<file path="src/rtl/gpio_mux_port.sv">
`timescale 1ns/1ps
module gpio_mux_port (
  input  logic       clk,
  input  logic       rst_n,
  input  logic       bus_sel,
  input  logic       bus_wr,
  input  logic [1:0] bus_addr,
  input  logic [7:0] bus_wdata,
  output logic [7:0] bus_rdata,
  input  logic       spi_en,
  input  logic [7:0] tmr_sel,
  input  logic [7:0] per_out,
  input  logic [7:0] per_oe,
  input  logic [7:0] pad_in,
  output logic [7:0] pad_out,
  output logic [7:0] pad_oe,
  output logic [7:0] pad_pu
);
  localparam logic [1:0] ADDR_VAL = 2'd0;
  localparam logic [1:0] ADDR_DIR = 2'd1;
  localparam logic [1:0] ADDR_PU  = 2'd2;

  logic [7:0] val_q, dir_q, pu_q;
  logic [7:0] meta_q, sync_q;
  logic [7:0] owned, live;
  logic       wr_en;

  assign wr_en = bus_sel & bus_wr;

  always_ff @(posedge clk)
    if (wr_en && bus_addr == ADDR_VAL) val_q <= bus_wdata;

  always_ff @(posedge clk or negedge rst_n)
    if (!rst_n) begin
      dir_q <= '0;
      pu_q  <= '0;
    end else if (wr_en) begin
      if (bus_addr == ADDR_DIR) dir_q <= bus_wdata;
      if (bus_addr == ADDR_PU)  pu_q  <= bus_wdata;
    end

  always_ff @(posedge clk or negedge rst_n)
    if (!rst_n) begin
      meta_q <= '0;
      sync_q <= '0;
    end else begin
      meta_q <= pad_in;
      sync_q <= meta_q;
    end

  assign owned[3:0] = {4{spi_en}};
  for (genvar k = 0; k < 4; k++) begin : g_tmr
    assign owned[4+k] = |tmr_sel[2*k+1:2*k];
  end

  assign pad_out = (per_out & owned) | (val_q & ~owned);
  assign pad_oe  = (per_oe  & owned) | (dir_q & ~owned);
  assign pad_pu  = pu_q & ~dir_q & ~owned;

  assign live = ~dir_q | owned;

  always_comb
    case (bus_addr)
      ADDR_VAL: bus_rdata = (val_q & ~live) | (sync_q & live);
      ADDR_DIR: bus_rdata = dir_q;
      ADDR_PU:  bus_rdata = pu_q;
      default:  bus_rdata = '0;
    endcase
endmodule

</file>
<file path="config.mk">
export PLATFORM = sky130hd
export DESIGN_NAME = gpio_mux_port
export DESIGN_NICKNAME = d
export VERILOG_FILES = /design/src/rtl/gpio_mux_port.sv
export SDC_FILE = /design/constraint.sdc
export NUM_CORES = 1
export LEC_CHECK = 0
export BUFFER_PORTS_ARGS = -buffer_cell sky130_fd_sc_hd__buf_2
export CAP_MARGIN = 20
export CORE_MARGIN = 2
export CORE_UTILIZATION = 45
export CTS_BUF_LIST = sky130_fd_sc_hd__clkbuf_8 sky130_fd_sc_hd__clkbuf_16
export CTS_CLUSTER_SIZE = 16
export DETAILED_ROUTE_END_ITERATION = 10
export MAX_ROUTING_LAYER = met4
export PLACE_DENSITY = 0.77
export SYNTH_ARGS = -nofsm -noshare
export SYNTH_HDL_FRONTEND = slang
export SYNTH_SLANG_ARGS = --single-unit
</file>
<file path="constraint.sdc">
create_clock -name clk -period 2.3 [get_ports clk]
set_clock_uncertainty 0.1 [all_clocks]
set_input_delay 0.115 -clock clk [delete_from_list [all_inputs] [get_ports clk]]
set_output_delay 0.115 -clock clk [all_outputs]
set_load 0.01 [all_outputs]
</file>
==> impl_metrics.toml <==
[timing]
fin_tns_setup_ns = 0
tightest_slew_ns = 0.694
slew_headroom = 0.537
drv_slew = 0
max_freq_mhz = 600
rsz0062_at_grt = "no"
fin_crit_sh = 0.724
min_period_ns = 1.67
finalSetupViolCount = 0
hold_violations = 0

[cts]
cts_tree = "built"
cts_max_level = 2
cts_root_buf = "clkbuf_8"
cts_buffer_depth = 2
cts.reportedPaths.clkPinSlew_ns = 0.07
cts-resized-gates = 0
clkLatencyLatePin_ns = 0.29
cts_buffers = 5
clock_sinks = 40

[grt]
antenna_found_initial = 0
grt_pass1_wl_microns = 6220
grt_pass1_vias = 1356
grt_use_total = 0.197
grt_max_degree = 33
grt_overflow = 0

[pwr]
p_clk_frac = 0.255
power_mw = 1.64
p_per_area_mw_per_mm2 = 665
pwr-share-comb = 0.217
switchingPower_mw = 0.435
power.share.switching = 0.265
leakagePower_nw = 1.16
ir_drop_mv = 0.579
p_int_mw = 1.21
pwr-share-seq = 0.529

[yosys]
synth_cells = 131
synth_largest_area_cell = "dfrtp_1"
syn_nets = 178
synth.avg_cell_area_sq_um = 13.7
ys_seq_elements = 40
synth_top_cell_area_share = 0.445
syn_area_sq_mm = 0.00180
yosys-top-cells-area = "dfrtp_1 (45%), mux2_2 (18%), edfxtp_1 (13%), mux2i_1 (4.5%), a22oi_1 (3.3%)"
seq_area_frac_synth = 0.579
synth_cell_types = 17
synth_warnings = 0

[setup_path]
r2r-end = "dir_q[7]"
critPathCaptureType = "output port"
arrival_ns = 1.45
worstPathRequired_ns = 2.09
rr_startpoint = "dir_q[7]"
endpoint = "bus_rdata[7]"
crit_path_start = "dir_q[7]"
criticalPathCategory = "reg2out"
worstRegToRegCells = 1
startpoint_type = "flip-flop"
cp_max_fo = 5
reg2reg_slack_ns = 1.39

[final_layout]
regArea_sq_mm = 0.00104
multiInputGateArea_sq_um = 727
nets = 276
final_common_cell = "buf_2"
post-route-cell-area_sq_mm = 0.00247
layout_common_cells = "buf_2 (78), dfrtp_1 (32), mux2_2 (28)"
n_antenna_cell = 0
nFillCells = 301
syn_to_final_growth_pct = 37.2
drive_gt1_frac = 0.504

[detailed_routing]
drtPass1Iterations = 4
vias = 1403
drtIter0Drc = 32
antenna_left = 0
remaining_drc_errors = 0
via_per_inst = 5.05
post_drt_wl_per_cell_microns = 14.1
drt-total-wl_microns = 3920

[placement]
dpl-instance-area_sq_mm = 0.00222
place_congestion = 0.811
io_buffers = 78
place.detailed.hpwl_microns = 2830

[hold_path]
hold_path.class = "in2reg"

[floorplan]
ios = 79
die_w_microns = 67.2
die_area_sq_mm = 0.00452
core-area_sq_mm = 0.00374
initial_core_util = 0.481
die_y_microns = 67.2
rows = 22

[outcome]
status = "finished clean"

[run]
drv_cap = 0
timing repair:
action / CTS / global route
buffers inserted: 0 / 0
hold endpoints to repair: 60 / 0
hold buffers: 17 / 0
Yosys cell counts:
cell type,number
a22oi_1,8
and2b_2,2
buf_2,1
buf_6,2
clkbuf_1,1
dfrtp_1,32
edfxtp_1,8
mux2_2,28
mux2i_1,8
nand2_1,9
nand2b_1,4
nand3_4,2
nor2_1,5
nor3b_1,8
nor4b_1,4
o21ai_0,8
or2_2,1
area by class of cell:
type	count	share of cell area
Timing Repair Buffer	95	0.227
Clock buffer	5	0.0279
Clock inverter	3	0.00456
Sequential cell	40	0.422
Multi-Input combinational cell	87	0.294
Tap cell	48	0.0243
worst min path at each step:
stage          slack (ns)   start  depth (start not counted)        end
2_1_floorplan       -0.28   rst_n                          0   dir_q[0]
3_3_place_gp         0.09   rst_n                          1  meta_q[0]
3_5_place_dp          0.1   rst_n                          1  meta_q[0]
4_1_cts              0.18  bus_wr                          3   dir_q[6]
5_1_grt              0.20  bus_wr                          3   dir_q[5]
6_report             0.19  bus_wr                          3   dir_q[5]
state kept, by name, indices dropped and copies added, names as in the netlist:
| signal | cells |
|---|---|
| dir_q | 8 |
| meta_q | 8 |
| pu_q | 8 |
| val_q | 8 |
| sync_q | 8 |
worst max-delay path: stages (launching register included):
cell and delay (ns):
dfrtp_1 0.40, nor3b_1 0.27, mux2i_1 0.22, o21ai_0 0.11
buf_2 0.16
cells by family (layout without fill, tap and decap cells):
family / after synthesis / in the layout / synth area share
flip-flops: 40 / 40 / 0.579
buffers and inverters: 4 / 103 / 0.0174
AND/OR/NAND/NOR: 35 / 35 / 0.129
multiplexers: 36 / 36 / 0.220
AO/OA/AOI/OAI: 16 / 16 / 0.0556
stage by stage:
| step | hold WS, ns | util | setup slack [ns] | instances |
|---|---|---|---|---|
| 2_1_floorplan | -0.281 | - | 0.887 | 131 |
| 3_5_place_dp | 0.100 | 0.593 | 0.636 | 253 |
| 3_3_place_gp | 0.0924 | 0.593 | 0.715 | 253 |
| 4_1_cts | 0.183 | 0.659 | 0.614 | 278 |
| 6_report | 0.186 | 0.659 | 0.634 | 278 |
| 5_1_grt | 0.197 | 0.659 | 0.452 | 278 |
power by group through the flow:
stage / combinational [mW] / sequential [mW] / clock, mW
final: 0.355 / 0.868 / 0.418
after global routing: 0.388 / 0.882 / 0.465
after CTS: 0.361 / 0.867 / 0.432
after detailed placement: 0.336 / 0.881 / 0
after global placement: 0.328 / 0.878 / 0
after floorplan: 0.205 / 0.860 / 0
layer usage:
metal  global-route usage  vias up  share of wire
li1                     -      675              -
met1                0.232      681           0.42
met2                0.325       41           0.52
met3               0.0550        6          0.049
met4               0.0689        0          0.014
met5                    -        -              0
Power figures use the tool's default switching activity.
